--- src/rtl/mdio_pkg.sv ---
// Package: shared constants for the management master.
// Assumes word-aligned host accesses; address bits 1:0 are ignored.
package mdio_pkg;
    localparam int unsigned HOST_AW    = 5;
    localparam int unsigned WIDX_W     = HOST_AW - 2;
    localparam int unsigned DATA_W     = 16;
    localparam int unsigned FIELD_W    = 5;
    localparam int unsigned SEL_W      = 3;
    localparam int unsigned FRAME_BITS = 64;
    localparam int unsigned CNT_BITS_W = $clog2(FRAME_BITS);

    localparam logic [CNT_BITS_W-1:0] LAST_BIT   = CNT_BITS_W'(FRAME_BITS - 1);
    localparam logic [CNT_BITS_W-1:0] REL_FIRST  = CNT_BITS_W'(46);
    localparam logic [CNT_BITS_W-1:0] DATA_FIRST = CNT_BITS_W'(48);

    localparam logic [WIDX_W-1:0] W_SETUP = WIDX_W'(0);
    localparam logic [WIDX_W-1:0] W_RDREQ = WIDX_W'(1);
    localparam logic [WIDX_W-1:0] W_TARGET = WIDX_W'(2);
    localparam logic [WIDX_W-1:0] W_DOUT  = WIDX_W'(3);
    localparam logic [WIDX_W-1:0] W_DIN   = WIDX_W'(4);
    localparam logic [WIDX_W-1:0] W_STAT  = WIDX_W'(5);

    typedef struct packed {
        logic [FIELD_W-1:0] phy;
        logic [FIELD_W-1:0] regn;
    } target_t;
endpackage

--- src/rtl/mdio_clk_div.sv ---
// Half-period timer: pulses tick on the last system cycle of each
// management-clock half-period. Length is MIN_HALF + STEP*sel cycles.
// Assumes sel is held stable while run is high.
module mdio_clk_div #(
    parameter int unsigned SEL_W    = 3,
    parameter int unsigned MIN_HALF = 10,
    parameter int unsigned STEP     = 2
) (
    input  logic             clk,
    input  logic             rst_n,
    input  logic             run,
    input  logic [SEL_W-1:0] sel,
    output logic             tick
);
    localparam int unsigned MAX_HALF = MIN_HALF + STEP * ((1 << SEL_W) - 1);
    localparam int unsigned CNT_W    = $clog2(MAX_HALF + 1);

    logic [CNT_W-1:0] cnt_q;
    logic [CNT_W-1:0] last;

    // Last count value of the selected half-period.
    always_comb begin
        last = CNT_W'(MIN_HALF - 1) + CNT_W'(STEP) * CNT_W'(sel);
    end

    // Count cycles within a half-period; hold at zero while idle.
    always_ff @(posedge clk) begin
        if (!rst_n || !run) begin
            cnt_q <= '0;
        end else if (cnt_q == last) begin
            cnt_q <= '0;
        end else begin
            cnt_q <= cnt_q + 1'b1;
        end
    end

    assign tick = run && (cnt_q == last);
endmodule

--- src/rtl/mdio_frame_engine.sv ---
// Frame engine: serialises one 64-bit clause-22 frame per start, one bit
// per management-clock period. Data changes while mdc is low; on reads the
// line is released from bit 46 and data is sampled at each rising edge.
// Assumes start is only raised while idle; abort wins over start.
module mdio_frame_engine
    import mdio_pkg::*;
(
    input  logic              clk,
    input  logic              rst_n,
    input  logic              start,
    input  logic              start_rd,
    input  logic              abort,
    input  target_t           tgt,
    input  logic [DATA_W-1:0] wdata,
    input  logic              tick,
    input  logic              mdio_i,
    output logic              running,
    output logic              done,
    output logic [DATA_W-1:0] rdata,
    output logic              mdc,
    output logic              mdio_o,
    output logic              mdio_oe
);
    logic                  run_q;
    logic                  rd_q;
    logic                  phase_q;
    logic [CNT_BITS_W-1:0] bit_q;
    logic [31:0]           hdr_q;
    logic [DATA_W-1:0]     rx_q;
    logic [31:0]           hdr_next;

    // Post-preamble half of the frame for the requested operation.
    always_comb begin
        hdr_next = {2'b01, (start_rd ? 2'b10 : 2'b01), tgt.phy, tgt.regn,
                    2'b10, wdata};
    end

    // Sequencer: bit counter and clock phase, advanced on each tick.
    always_ff @(posedge clk) begin
        if (!rst_n || abort) begin
            run_q   <= 1'b0;
            rd_q    <= 1'b0;
            phase_q <= 1'b0;
            bit_q   <= '0;
            hdr_q   <= '0;
        end else if (start && !run_q) begin
            run_q   <= 1'b1;
            rd_q    <= start_rd;
            phase_q <= 1'b0;
            bit_q   <= '0;
            hdr_q   <= hdr_next;
        end else if (run_q && tick) begin
            if (!phase_q) begin
                phase_q <= 1'b1;
            end else if (bit_q == LAST_BIT) begin
                phase_q <= 1'b0;
                run_q   <= 1'b0;
            end else begin
                phase_q <= 1'b0;
                bit_q   <= bit_q + 1'b1;
            end
        end
    end

    // Read capture: shift in the line at each rising edge of a data bit.
    always_ff @(posedge clk) begin
        if (!rst_n) begin
            rx_q <= '0;
        end else if (run_q && tick && !phase_q && rd_q && (bit_q >= DATA_FIRST)) begin
            rx_q <= {rx_q[DATA_W-2:0], mdio_i};
        end
    end

    assign running = run_q;
    assign done    = run_q && tick && phase_q && (bit_q == LAST_BIT);
    assign rdata   = rx_q;
    assign mdc     = phase_q;
    assign mdio_o  = run_q && (bit_q[CNT_BITS_W-1] ? hdr_q[~bit_q[4:0]] : 1'b1);
    assign mdio_oe = run_q && !(rd_q && (bit_q >= REL_FIRST));
endmodule

--- src/rtl/mdio_host_regs.sv ---
// Host register file: decodes writes, launches frames, tracks the
// pending-data flag and serves combinational reads.
// Assumes one write per cycle; writes other than an abort are dropped
// while a frame is running.
module mdio_host_regs
    import mdio_pkg::*;
#(
    parameter logic [SEL_W-1:0] INIT_SEL = 3'd7
) (
    input  logic               clk,
    input  logic               rst_n,
    input  logic               bus_wr_en,
    input  logic [HOST_AW-1:0] bus_addr,
    input  logic [31:0]        bus_wdata,
    output logic [31:0]        bus_rdata,
    input  logic               busy,
    input  logic               done,
    input  logic [DATA_W-1:0]  rx_data,
    output logic [SEL_W-1:0]   sel,
    output target_t            tgt,
    output logic               start,
    output logic               start_rd,
    output logic               abort,
    output logic               pending
);
    logic [WIDX_W-1:0] widx;
    logic              wr_setup, wr_rdreq, wr_tgt, wr_dout;
    logic              rdreq_q;
    logic [DATA_W-1:0] dout_q;
    logic [DATA_W-1:0] din_q;

    // Word decode and launch conditions.
    always_comb begin
        widx     = bus_addr[HOST_AW-1:2];
        wr_setup = bus_wr_en && (widx == W_SETUP);
        wr_rdreq = bus_wr_en && (widx == W_RDREQ);
        wr_tgt   = bus_wr_en && (widx == W_TARGET);
        wr_dout  = bus_wr_en && (widx == W_DOUT);
        abort    = wr_setup && bus_wdata[31];
        start_rd = wr_rdreq && bus_wdata[0] && !rdreq_q && !busy;
        start    = start_rd || (wr_dout && !busy);
    end

    // Register state: updates when idle, full clear on abort.
    always_ff @(posedge clk) begin
        if (!rst_n) begin
            sel     <= INIT_SEL;
            rdreq_q <= 1'b0;
            tgt     <= '0;
            dout_q  <= '0;
            din_q   <= '0;
            pending <= 1'b0;
        end else if (abort) begin
            sel     <= bus_wdata[SEL_W-1:0];
            rdreq_q <= 1'b0;
            tgt     <= '0;
            dout_q  <= '0;
            din_q   <= '0;
            pending <= 1'b0;
        end else begin
            if (wr_setup && !busy) sel     <= bus_wdata[SEL_W-1:0];
            if (wr_rdreq && !busy) rdreq_q <= bus_wdata[0];
            if (wr_tgt && !busy) begin
                tgt.phy  <= bus_wdata[12:8];
                tgt.regn <= bus_wdata[4:0];
            end
            if (wr_dout && !busy) dout_q <= bus_wdata[DATA_W-1:0];
            if (start_rd) begin
                pending <= 1'b1;
            end else if (done && pending) begin
                pending <= 1'b0;
                din_q   <= rx_data;
            end
        end
    end

    // Combinational read mux.
    always_comb begin
        bus_rdata = '0;
        unique case (widx)
            W_SETUP:  bus_rdata[SEL_W-1:0]  = sel;
            W_RDREQ:  bus_rdata[0]          = rdreq_q;
            W_TARGET: begin
                bus_rdata[12:8] = tgt.phy;
                bus_rdata[4:0]  = tgt.regn;
            end
            W_DOUT:   bus_rdata[DATA_W-1:0] = dout_q;
            W_DIN:    bus_rdata[DATA_W-1:0] = din_q;
            W_STAT:   bus_rdata[2:0]        = {pending, 1'b0, busy};
            default:  bus_rdata = '0;
        endcase
    end
endmodule

--- src/rtl/mdio_mgmt_master.sv ---
// Top: management-bus master. Joins the host registers, the half-period
// timer and the frame engine. Assumes an external pull-up on the line.
module mdio_mgmt_master
    import mdio_pkg::*;
#(
    parameter int unsigned      DIV_MIN_HALF = 10,
    parameter int unsigned      DIV_STEP     = 2,
    parameter logic [SEL_W-1:0] INIT_SEL     = 3'd7
) (
    input  logic               clk,
    input  logic               rst_n,
    input  logic               bus_wr_en,
    input  logic [HOST_AW-1:0] bus_addr,
    input  logic [31:0]        bus_wdata,
    output logic [31:0]        bus_rdata,
    output logic               mdc,
    input  logic               mdio_i,
    output logic               mdio_o,
    output logic               mdio_oe
);
    logic              eng_running, eng_done, tick;
    logic              go, go_rd, abort, rd_pending;
    logic [SEL_W-1:0]  div_sel;
    target_t           tgt;
    logic [DATA_W-1:0] rx_data;

    mdio_host_regs #(.INIT_SEL(INIT_SEL)) u_regs (
        .clk(clk), .rst_n(rst_n), .bus_wr_en(bus_wr_en), .bus_addr(bus_addr),
        .bus_wdata(bus_wdata), .bus_rdata(bus_rdata), .busy(eng_running),
        .done(eng_done), .rx_data(rx_data), .sel(div_sel), .tgt(tgt),
        .start(go), .start_rd(go_rd), .abort(abort), .pending(rd_pending)
    );

    mdio_clk_div #(.SEL_W(SEL_W), .MIN_HALF(DIV_MIN_HALF), .STEP(DIV_STEP)) u_div (
        .clk(clk), .rst_n(rst_n), .run(eng_running), .sel(div_sel), .tick(tick)
    );

    mdio_frame_engine u_eng (
        .clk(clk), .rst_n(rst_n), .start(go), .start_rd(go_rd), .abort(abort),
        .tgt(tgt), .wdata(bus_wdata[DATA_W-1:0]), .tick(tick), .mdio_i(mdio_i),
        .running(eng_running), .done(eng_done), .rdata(rx_data), .mdc(mdc),
        .mdio_o(mdio_o), .mdio_oe(mdio_oe)
    );
endmodule

--- config.mk ---
export PLATFORM = sky130hd
export DESIGN_NAME = mdio_mgmt_master
export DESIGN_NICKNAME = d
export VERILOG_FILES = /design/src/rtl/mdio_pkg.sv /design/src/rtl/mdio_clk_div.sv /design/src/rtl/mdio_frame_engine.sv /design/src/rtl/mdio_host_regs.sv /design/src/rtl/mdio_mgmt_master.sv
export SDC_FILE = /design/constraint.sdc
export NUM_CORES = 1
export LEC_CHECK = 0
export ABC_AREA = 1
export BUFFER_PORTS_ARGS = -buffer_cell sky130_fd_sc_hd__buf_2
export CORE_MARGIN = 2
export CORE_UTILIZATION = 57
export DETAILED_ROUTE_END_ITERATION = 8
export GPL_TIMING_DRIVEN = 0
export PLACE_DENSITY = 0.8
export SETUP_SLACK_MARGIN = 0.4
export SYNTH_ARGS = -nofsm -noshare
export SYNTH_HDL_FRONTEND = slang
export SYNTH_SLANG_ARGS = --single-unit
export TNS_END_PERCENT = 30
--- constraint.sdc ---
create_clock -name clk -period 2.4 [get_ports clk]
set_clock_uncertainty 0.15 [all_clocks]
set_input_delay 0.12 -clock clk [delete_from_list [all_inputs] [get_ports clk]]
set_output_delay 0.12 -clock clk [all_outputs]
set_load 0.02 [all_outputs]
=== Word-level counts from Yosys, hierarchy flattened ===
Cells that the tools add are included.

* Register bits: 107
* Bits of input ports: 41
* Output and inout bits: 35
* Word-level logic and storage cells: 94

* Add/subtract/negate cells: 3
* $lt $le $gt $ge: 3
* Equality and inequality tests: 7
* Multiplexer cells: 19
* Bitwise operators: 4
* Reductions and logical operators: 44

{| class="wikitable"
|+ Operators with widths
! cell !! count
|-
| $logic_and 1x1->1 || 24
|-
| $pmux 5 s3 || 1
|-
| $ge 6x6->1 const B || 2
|-
| $pmux 3 s2 || 2
|-
| $pmux 2 s5 || 1
|-
| $reduce_bool 2->1 || 5
|-
| $mux 1 || 9
|-
| $add 6x1->6 const B || 1
|-
| $eq 3x2->1 const B || 2
|-
| $eq 3x3->1 const B || 2
|-
| $eq 6x6->1 const B || 1
|-
| $lt 5x6->1 const B || 1
|-
| $mux 3 || 2
|-
| $pmux 1 s6 || 1
|-
| $pmux 2 s3 || 1
|-
| $reduce_and 3->1 || 2
|-
| $reduce_or 2->1 || 3
|-
| $add 4x4->5 const A || 1
|-
| $add 5x1->5 const B || 1
|-
| $bmux 1 s5 || 1
|-
| $eq 5x5->1 || 1
|-
| $logic_not 1->1 || 5
|-
| $not 5->5 || 1
|-
| $eq 3x1->1 const B || 1
|-
| 5 further kinds || 9
|}

=== Depth between registers and ports, before layout ===
Gate-level depths: netlist of run 1.

* Depth in word-level cells: 9
* Depth in mapped cells: 11
* Mapped depth without buffers: 10

=== By module ===
Synthesis of run 1 repeated with hierarchy kept, for this count alone.

* Cell total of the unflattened synthesis: 703
* Area total of the unflattened synthesis: 5,049.8 µm²

{| class="wikitable"
|+ By module, submodules not included
! module !! instances !! cells each !! area an instance (µm²) !! seq. area each (µm²)
|-
| mdio_host_regs || 1 || 341 || 2,426.1 || 940.9
|-
| mdio_frame_engine || 1 || 327 || 2,346.0 || 1,061.0
|-
| mdio_clk_div || 1 || 35 || 277.8 || 100.1
|}

=== Worst setup path before layout of run 1 ===
OpenSTA, ideal clock, no wires.

* Path kind: register -> output
* From: register u_eng.bit_q[0]
* To: output port mdio_o
* Arrival: 1.399 ns
* Data required time: 2.130 ns
* Path slack: 0.731 ns
* Cell stages (with the launch flop): 8
* Buffers on the path: 1
* Path through: dfxtp_1 > clkbuf_1 > nand2_1 > a21oi_1 > o21ai_0 > a21oi_1 > nor2_1 > nor2_1

* Longest elaborated chain between the ends: 5

{| class="wikitable"
|+ RTL lines
! element !! RTL line !! RTL
|-
| from (decl) || mdio_frame_engine.sv:27 || <nowiki>logic [CNT_BITS_W-1:0] bit_q;</nowiki>
|-
| from (signal assigned) || mdio_frame_engine.sv:60 || <nowiki>bit_q <= bit_q + 1'b1;</nowiki>
|-
| $not 5->5 || mdio_frame_engine.sv:78 || <nowiki>assign mdio_o = run_q && (bit_q[CNT_BITS_W-1] ? hdr_q[~bit_q[4:0]] : 1'b1);</nowiki>
|-
| $bmux 1 s5 || mdio_frame_engine.sv:78 ||
|-
| $mux 1 (implied by the code) || mdio_frame_engine.sv:78 ||
|-
| $mux 1 || mdio_frame_engine.sv:78 ||
|-
| $logic_and 1x1->1 || mdio_frame_engine.sv:78 ||
|-
| to (decl) || mdio_mgmt_master.sv:18 || <nowiki>output logic mdio_o,</nowiki>
|}

No other way between the ends. The select of a mux whose other input is x is not followed.

=== Worst setup path in the final report of run 1 ===
* From: register u_regs.sel[0]
* To: register u_regs.din_q[8]

* Longest elaborated chain between the ends: 8

{| class="wikitable"
|+ RTL lines
! element !! RTL line !! RTL
|-
| from (decl) || mdio_host_regs.sv:19 || <nowiki>output logic [SEL_W-1:0] sel,</nowiki>
|-
| from (signal assigned) || mdio_host_regs.sv:54 || <nowiki>sel <= bus_wdata[SEL_W-1:0];</nowiki>
|-
| from (signal assigned) || mdio_host_regs.sv:61 || <nowiki>if (wr_setup && !busy) sel <= bus_wdata[SEL_W-1:0];</nowiki>
|-
| $add 4x4->5 || mdio_clk_div.sv:23 || <nowiki>last = CNT_W'(MIN_HALF - 1) + CNT_W'(STEP) * CNT_W'(sel);</nowiki>
|-
| $eq 5x5->1 || mdio_clk_div.sv:37 || <nowiki>assign tick = run && (cnt_q == last);</nowiki>
|-
| $logic_and 1x1->1 || mdio_clk_div.sv:37 ||
|-
| $logic_and 1x1->1 (3 in a row) || mdio_frame_engine.sv:75 || <nowiki>assign done = run_q && tick && phase_q && (bit_q == LAST_BIT);</nowiki>
|-
| $logic_and 1x1->1 || mdio_host_regs.sv:70 || <nowiki>end else if (done && pending) begin</nowiki>
|-
| $reduce_and 2->1 (no source line) || -- ||
|-
| to (signal assigned) || mdio_host_regs.sv:72 || <nowiki>din_q <= rx_data;</nowiki>
|-
| to (decl) || mdio_host_regs.sv:30 || <nowiki>logic [DATA_W-1:0] din_q;</nowiki>
|}

No other way between the ends.
A chain may end at the register's enable or synchronous reset.

==> results.ini, run 1 <==
[worst_hold_path]
hold_path_class = in -> reg

[timing]
final.setup.tns_ns = 0
rsz0062_at_grt = true
relSlewSlack = 0.659
fin_hold_ws_ns = 0.0331
timing.final.max_slew_violations = 0
setup_viol_count_final = 0
final-hold-violation-count = 0
fin_crit_ns = 1.96
fmax_mhz = 509
worst_pin_slew_ns = 0.512
post-route-period-util = 0.818

[clock_tree]
cts_root_buffer = clkbuf_8
cts_tree = built
insertion_delay_ns = 0.37
cts_buffer_depth = 2
clkTransAtPathRegs_ns = 0.10
htreeDepth = 3
cts_buffers = 9
clock_sinks = 105

[routing]
drt_pass1_iterations = 5
vias = 4852
drc = 0
routed_wl_um = 12900
drtIter0Drc = 426
drt-vias-per-instance = 5.28
ant_nets = 0
routedWlPerCell_um = 14.0

[synth]
ys_ff_latch = 105
ys_seq_area_frac = 0.419
synth_cells = 718
yosys.cell_types.count = 41
synth_warnings = 0
avgSynthCellArea_um2 = 6.99
synth.cell_area_um2 = 5020

[die]
die_area_um2 = 9580
die_w_um = 97.9
initial_core_util = 0.581
rows = 34
ios = 76
die_height_um = 97.9
core-area_um2 = 8640

[grt]
grt_start_max_net_pins = 18
antenna_found_initial = 0
grt_pass1_vias = 4433
grt_overflow = 0
grt_pass1_wl_um = 20800
grtUsageTotal = 0.266

[placement]
place_congestion = 0.915
hpwlAfterDp_um = 9630
port_buffers = 42

[final_layout]
nets = 850
fillers = 738
final_common_cell = nand2_1
drive_gt1_frac = 0.160
multi_input_area_um2 = 2430
n_antenna_cell = 0
final_cell_mix = nand2_1, nor2_1, dfxtp_1
seq_area_um2 = 2110
synthToLayoutAreaGrowth_pct = 16.6

[job]
max_cap_violations = 0

[critical_path]
path_common_cell = nand2_1
critPathArrivalTime_ns = 2.08
slowest_delay_ns = 0.36
worst_path_dominant_cell_family = simple AND/OR/NAND/NOR gates
crit_type = reg -> reg
start_kind = flop
end_kind = flop
cp.required_ns = 2.52
critPathBufInv = 2
crit_fanout = 10
slowest_stage = dfxtp_1
crit_chain = inv_1 -> nand2_1 -> nand2_1 -> nor2_1 -> nand4_2 -> nor2_2 -> buf_2 -> nand4_1 -> nand2_1 -> nor2_1

[pwr]
p_per_area_nw_per_um2 = 551
leakage_uw = 0.00273
ir_drop_mv = 0.376

[outcome]
status = finished clean

-- sequential cells by signal, indices dropped and copies added (netlist names) --
| signal | cells |
|---|---|
| u_div.cnt_q | 5 |
| u_eng.bit_q | 6 |
| u_eng.hdr_q | 29 |
| u_eng.mdc | 1 |
| u_eng.rdata | 16 |
| u_eng.running | 1 |
| u_regs.din_q | 16 |
| u_regs.dout_q | 16 |
| u_regs.pending | 1 |
| u_regs.rdreq_q | 1 |
| u_regs.sel | 3 |
| u_regs.tgt | 10 |
-- stage by stage --
step | utilization | cells | power [uW] | worst slack (ns) | cell area (um^2)
after floorplan | - | 733 | 2020 | 0.731 | 5080
after global placement | 0.628 | 883 | 2100 | 0.457 | 5420
after detailed placement | 0.628 | 883 | 2110 | 0.435 | 5420
after CTS | 0.675 | 918 | 3210 | 0.405 | 5830
after global routing | 0.678 | 919 | 3320 | 0.343 | 5850
final | 0.678 | 919 | 3230 | 0.437 | 5850
-- cells by family after synthesis --
| family | after synthesis | share of synthesized area |
|---|---|---|
| flip-flops | 105 | 0.419 |
| buffers and inverters | 108 | 0.109 |
| adder cells (fa/ha/maj) | 3 | 0.00748 |
| AND/OR/NAND/NOR | 376 | 0.324 |
| XOR/XNOR | 6 | 0.0105 |
| AO/OA/AOI/OAI | 119 | 0.130 |
| other | 1 | 0.000747 |
-- layout make-up --
cell class                 count  area share
buffer                        50      0.0581
sequential                   105       0.360
clock buffer                  10      0.0235
timing repair buffer          62      0.0697
tap                          108      0.0231
clock inverter                 6      0.0115
inverter                      58      0.0389
multi-input combinational    520       0.415
-- synthesized netlist by cell type, drive strengths merged --
library cell / count / area [um^2]
a22oi: 3 / 22.5
o22ai: 2 / 12.5
nand4: 26 / 181
inv: 56 / 218
a31oi: 1 / 6.26
a41oi: 1 / 8.76
nor3b: 1 / 7.51
a22o: 6 / 52.6
conb: 1 / 3.75
a21oi: 56 / 284
clkbuf: 7 / 26.3
ha: 3 / 37.5
o211ai: 3 / 22.5
nand2: 178 / 681
xnor2: 2 / 17.5
nand3b: 1 / 7.51
a21boi: 1 / 7.51
buf: 43 / 297
xor2: 4 / 35.0
nand3: 27 / 153
o21ai: 45 / 225
nor2: 143 / 597
dfxtp: 105 / 2100
clkinv: 2 / 7.51
a311oi: 1 / 8.76
-- where the power goes --
part	leakage, uW	internal, uW	total (uW)	switching [uW]
Sequential	0.000851	1780	1800	23.2
Clock	0.0000985	513	1130	615
Combinational	0.00179	112	298	187
Total	0.00273	2400	3230	825
-- layer usage --
layer	routed length [um]	track usage	part of all wire
met1	5570	0.327	0.43
met2	6480	0.478	0.50
met3	585	0.0344	0.045
met4	258	0.0919	0.020
met5	0	0	0
-- worst paths after layout --
kind	startpoint	endpoint	slack [ns]	cells past startpoint
max	u_regs.sel[0]$_SDFFE_PN1P_	u_regs.din_q[8]$_SDFFE_PP0P_	0.44	10
min	bus_wr_en	u_regs.rdreq_q$_SDFFE_PP0P_	0.03	5
max reg2reg	u_regs.sel[0]$_SDFFE_PN1P_	u_regs.din_q[8]$_SDFFE_PP0P_	0.44	10
min reg2reg	u_regs.dout_q[0]$_SDFFE_PP0P_	u_regs.dout_q[0]$_SDFFE_PP0P_	0.32	2
-- tightest hold or removal path, delay by kind of cell --
kind / cells / cell delay (ns)
AO/OA/AOI/OAI: 1 / 0.05
buffers and inverters: 2 / 0.20
AND/OR/NAND/NOR: 2 / 0.14
-- what timing repair did --
| item | CTS | global route |
|---|---|---|
| endpoints found under the setup margin | 1 | 26 |
| buffers inserted | 0 | 1 |
| gates resized for setup | 10 | 7 |
| hold buffers | 19 | 0 |
| gates cloned | 0 | 0 |
| hold endpoints to repair | 47 | 0 |
Note: power is estimated with default switching activity, not from simulation.
==> run 2: changes to the inputs <==
==> constraint.sdc (replaced) <==
create_clock -name clk -period 2 [get_ports clk]
set_clock_uncertainty 0.15 [all_clocks]
set_input_delay 0.1 -clock clk [delete_from_list [all_inputs] [get_ports clk]]
set_output_delay 0.1 -clock clk [all_outputs]
set_load 0.02 [all_outputs]
==> results.ini, run 2 (synthesis results as in run 1) <==
[final_layout]
drive_gt1_frac = 0.377
n_antenna_cell = 0
stdcell_area_um2 = 7120
synthToLayoutAreaGrowth_pct = 41.7
largest_register = u_eng.hdr_q
final_common_cell = nand2_1
largest_register_ffs = 29
final_core_util = 0.824
nets = 896
final_cell_mix = nand2_1, nor2_1, dfxtp_1
final_cells = 965

[clock_tree]
cts_root_buffer = clkbuf_8
htreeDepth = 3
insertion_delay_ns = 0.39
clkTransAtPathRegs_ns = 0.11
cts_buffer_depth = 2
cts_buffers = 9
cts_tree = built
clock_sinks = 105

[pwr]
ir_drop_mv = 0.526
p_int_uw = 2810
clockPowerShare = 0.326
pwr-share-comb = 0.127
netSwitchingPower_uw = 1160
switching_share = 0.293
p_per_area_nw_per_um2 = 558
leakage_uw = 0.00313
p_seq_frac = 0.547

[critical_path]
start_kind = flop
crit_type = reg -> out
cp.required_ns = 1.75
end_kind = primary output
slowest_stage = dfxtp_4
crit_chain = buf_6 -> nor2_4 -> nor2_2 -> o21ai_1 -> o21ai_1 -> nand2_1 -> nand3_1 -> nor2_2 -> nor2_2 -> buf_6
slowest_delay_ns = 0.44
critPathArrivalTime_ns = 1.80
path_common_cell = nor2_2
crit_fanout = 5

[placement]
dp.cells = 883
port_buffers = 42
pre_cts_ws_ns = 0.0918
place_congestion = 0.873
hpwlAfterDp_um = 9250
placed_cell_area_um2 = 5430

[outcome]
violations = negative setup slack
status = complete, but fails checks

[routing]
ant_nets = 0
drt_pass1_iterations = 8
drc = 0
drt-vias-per-instance = 5.89
routed_wl_um = 17800
vias = 5680
routedWlPerCell_um = 18.4
drtIter0Drc = 647

[timing]
setup_viol_count_final = 1
fin_crit_ns = 2.05
post-route-period-util = 1.03
worst_pin_slew_ns = 0.660
relSlewSlack = 0.560
fmax_mhz = 488
timing.final.max_slew_violations = 0
rsz0062_at_grt = true
fin_hold_ws_ns = 0.0404
finalWorstSetupSlack_ns = -0.0505
final-hold-violation-count = 0

[grt]
grt_overflow = 0
grt_start_max_net_pins = 19
grt_pass1_wl_um = 22400
antenna_found_initial = 0
grt_pass1_vias = 4718
grtUsageTotal = 0.287

[worst_hold_path]
hold_path_class = in -> reg

[die]
rows = 34
initial_core_util = 0.581
die_area_um2 = 9580
ios = 76
die_height_um = 97.9
die_w_um = 97.9
core-area_um2 = 8640

[job]
max_cap_violations = 0

## run 2: cell count changes in the layout (fill, tap and decap cells not counted), sizes merged
cell,before,now
buf,88,130
bufinv,1,0
clkbuf,15,19
clkinv,5,4
dlymetal6s4s,0,1
inv,56,57
## run 2: cell type report
type                            instances  area (um^2)
Sequential cell                       105         2130
Timing Repair Buffer                  108          891
Inverter                               58          264
Multi-Input combinational cell        520         3080
Tap cell                              108          135
Fill cell                             488         1520
Clock buffer                           11          131
Buffer                                 50          447
Clock inverter                          5         46.3
## run 2: final timing paths
path / depth (start not counted) / startpoint / slack, ns / endpoint
min reg2reg: 2 / u_regs.dout_q[1]$_SDFFE_PP0P_ / 0.32 / u_regs.dout_q[1]$_SDFFE_PP0P_
max: 10 / u_eng.bit_q[0]$_SDFFE_PP0P_ / -0.05 / mdio_o
max reg2reg: 10 / u_eng.running$_SDFFE_PP0P_ / 0.08 / u_eng.hdr_q[19]$_SDFFE_PP0P_
min: 4 / bus_addr[4] / 0.04 / u_regs.pending$_SDFFE_PP0P_
## run 2: critical path: cells and delay by family (launching register included)
family	cells	cell delay (ns)
buffers and inverters	2	0.27
AND/OR/NAND/NOR	6	0.50
AO/OA/AOI/OAI	2	0.18
flip-flops	1	0.44
## run 2: per-stage QoR
stage	TNS, ns	total power, uW
floorplan	0	2420
global placement	0	2520
detailed placement	0	2530
CTS	0	3770
global route	-0.100	4050
finish	-0.0505	3970
## run 2: power by group through the flow
| stage | registers, uW | logic, uW | clock network, uW |
|---|---|---|---|
| after global placement | 2210 | 314 | 0 |
| after global routing | 2170 | 528 | 1350 |
| after CTS | 2160 | 354 | 1260 |
| after floorplan | 2200 | 226 | 0 |
| final | 2170 | 504 | 1290 |
| after detailed placement | 2210 | 320 | 0 |
## run 2: timing repair
action / 4_1_cts / 5_1_grt
hold endpoints to repair: 48 / 0
hold buffers: 20 / 0
setup endpoints to repair: 81 / 104
resized for setup: 36 / 265
pin swaps: 10 / 107
gates cloned: 3 / 5
setup buffers: 11 / 27
## run 2: routing by layer
| layer | vias to the layer above | routed length (um) | global-route usage |
|---|---|---|---|
| met4 | 0 | 989 | 0.0919 |
| met3 | 104 | 1500 | 0.0580 |
| li1 | 2553 | - | - |
| met1 | 2629 | 6370 | 0.336 |
| met5 | - | 0 | 0 |
| met2 | 394 | 8910 | 0.523 |
==> run 3: changes to the inputs <==
--- a/config.mk
+++ b/config.mk
@@ -6,12 +6,11 @@
 export NUM_CORES = 1
 export LEC_CHECK = 0
 export ABC_AREA = 1
-export BUFFER_PORTS_ARGS = -buffer_cell sky130_fd_sc_hd__buf_2
+export BUFFER_PORTS_ARGS = -buffer_cell sky130_fd_sc_hd__clkbuf_2
 export CORE_MARGIN = 2
-export CORE_UTILIZATION = 57
+export CORE_UTILIZATION = 40
 export DETAILED_ROUTE_END_ITERATION = 8
 export GPL_TIMING_DRIVEN = 0
-export PLACE_DENSITY = 0.8
 export SETUP_SLACK_MARGIN = 0.4
 export SYNTH_ARGS = -nofsm -noshare
 export SYNTH_HDL_FRONTEND = slang
==> results.ini, run 3 (synthesis results as in run 1) <==
[outcome]
status = finished clean

[routing]
ant_nets = 0
routedWlPerCell_um = 13.7
drt_pass1_iterations = 6
dr_wl_met3_um = 461
wl_met1_um = 6010
drtIter0Drc = 234
routed_wl_um = 13700
met2WireLength_um = 6790
highest_layer = met4
drt-vias-per-instance = 4.84
drc = 0
vias = 4833

[clock_tree]
clkTransAtPathRegs_ns = 0.07
cts_tree = built
htreeDepth = 3
cts_buffer_depth = 2
cts_buffers = 9
clock_sinks = 105
insertion_delay_ns = 0.35
cts_root_buffer = clkbuf_16

[critical_path]
crit_type = reg -> out
start_kind = flop
r2r_slack_ns = 0.22
worst_path_dominant_cell_family = simple AND/OR/NAND/NOR gates
slowest_delay_ns = 0.46
end_kind = primary output
path_common_cell = nand2_2
critPathBufInv = 2
crit_chain = buf_6 -> nand2_2 -> nand3b_1 -> nand2_1 -> nor2_1 -> o21ai_2 -> nand3_2 -> nand2_2 -> nor2_2 -> clkbuf_8
cp.required_ns = 1.75
critPathArrivalTime_ns = 1.71
crit_fanout = 8
slowest_stage = dfxtp_4

[timing]
worst_pin_slew_ns = 0.546
fmax_mhz = 510
timing.final.max_slew_violations = 0
final.setup.tns_ns = 0
post-route-period-util = 0.980
fin_crit_ns = 1.96
relSlewSlack = 0.636
finalWorstSetupSlack_ns = 0.0409
rsz0062_at_grt = true
final-hold-violation-count = 0
setup_viol_count_final = 0

[job]
max_cap_violations = 0

[final_layout]
final_common_cell = nand2_1
drive_gt1_frac = 0.262
fillers = 1183
largest_register_ffs = 29
stdcell_area_um2 = 6610
n_antenna_cell = 0
largest_register = u_eng.hdr_q
final_core_util = 0.546
seq_area_um2 = 2120
final_cells = 999
multi_input_area_um2 = 2690
synthToLayoutAreaGrowth_pct = 31.7
nets = 870
final_cell_mix = nand2_1, nor2_1, dfxtp_1

[die]
die_height_um = 116
die_area_um2 = 13500
initial_core_util = 0.415
core-area_um2 = 12100
ios = 76
die_w_um = 116
rows = 40

[pwr]
p_per_area_nw_per_um2 = 689
leakage_uw = 0.00297
ir_drop_mv = 0.336

[placement]
port_buffers = 42
place_congestion = 0.847
dp.cells = 943
pre_cts_ws_ns = 0.0464
placed_cell_area_um2 = 5500
hpwlAfterDp_um = 10000

[grt]
grtUsageTotal = 0.208
antenna_found_initial = 0
grt_start_max_net_pins = 18
grt_pass1_wl_um = 21800
grt_overflow = 0
grt_pass1_vias = 4573

[worst_hold_path]
hold_path_class = in -> reg

[run 3: tightest hold or removal path, stage by stage]
cell and delay [ns]:
clkbuf_2 0.08, inv_1 0.10, nor2_4 0.07, nand3_1 0.07
a21oi_1 0.05
[run 3: worst paths after layout]
check | start | end | cells past startpoint
hold / removal | bus_wr_en | u_regs.rdreq_q$_SDFFE_PP0P_ | 5
setup reg to reg | u_eng.bit_q[0]$_SDFFE_PP0P_ | u_regs.din_q[7]$_SDFFE_PP0P_ | 8
hold reg to reg | u_regs.dout_q[3]$_SDFFE_PP0P_ | u_regs.dout_q[3]$_SDFFE_PP0P_ | 2
setup / recovery | u_eng.bit_q[0]$_SDFFE_PP0P_ | mdio_o | 10
[run 3: what timing repair did]
| action | 4_1_cts | 5_1_grt |
|---|---|---|
| endpoints found under the setup margin | 84 | 106 |
| cloned | 2 | 2 |
| pin swaps | 9 | 20 |
| endpoints found under the hold margin | 47 | 0 |
| setup buffers | 6 | 11 |
| hold buffers | 19 | 0 |
| gates resized for setup | 31 | 116 |
[run 3: cell type report]
| class | count | share of cell area |
|---|---|---|
| inverter | 58 | 0.0378 |
| clock buffer | 11 | 0.0382 |
| sequential | 105 | 0.320 |
| timing repair buffer | 82 | 0.0903 |
| multi-input combinational | 520 | 0.406 |
| clock inverter | 5 | 0.0131 |
| buffer | 50 | 0.0624 |
| tap | 168 | 0.0318 |
[run 3: stage by stage]
stage	hold WS, ns	power (uW)
after floorplan	0.0632	2420
after global placement	0.174	2530
after detailed placement	0.180	2540
after CTS	0.0188	4520
after global routing	0.0604	4710
final	0.0323	4550
[run 3: where the power goes]
part | switching (uW) | internal, uW
registers | 31.4 | 2130
logic | 248 | 162
clock network | 806 | 1170
[run 3: metal layers]
layer | global-route usage | vias up
met1 | 0.256 | 2200
met4 | 0.0913 | 0
met2 | 0.360 | 99
li1 | - | 2497
met5 | 0 | -
met3 | 0.0345 | 37
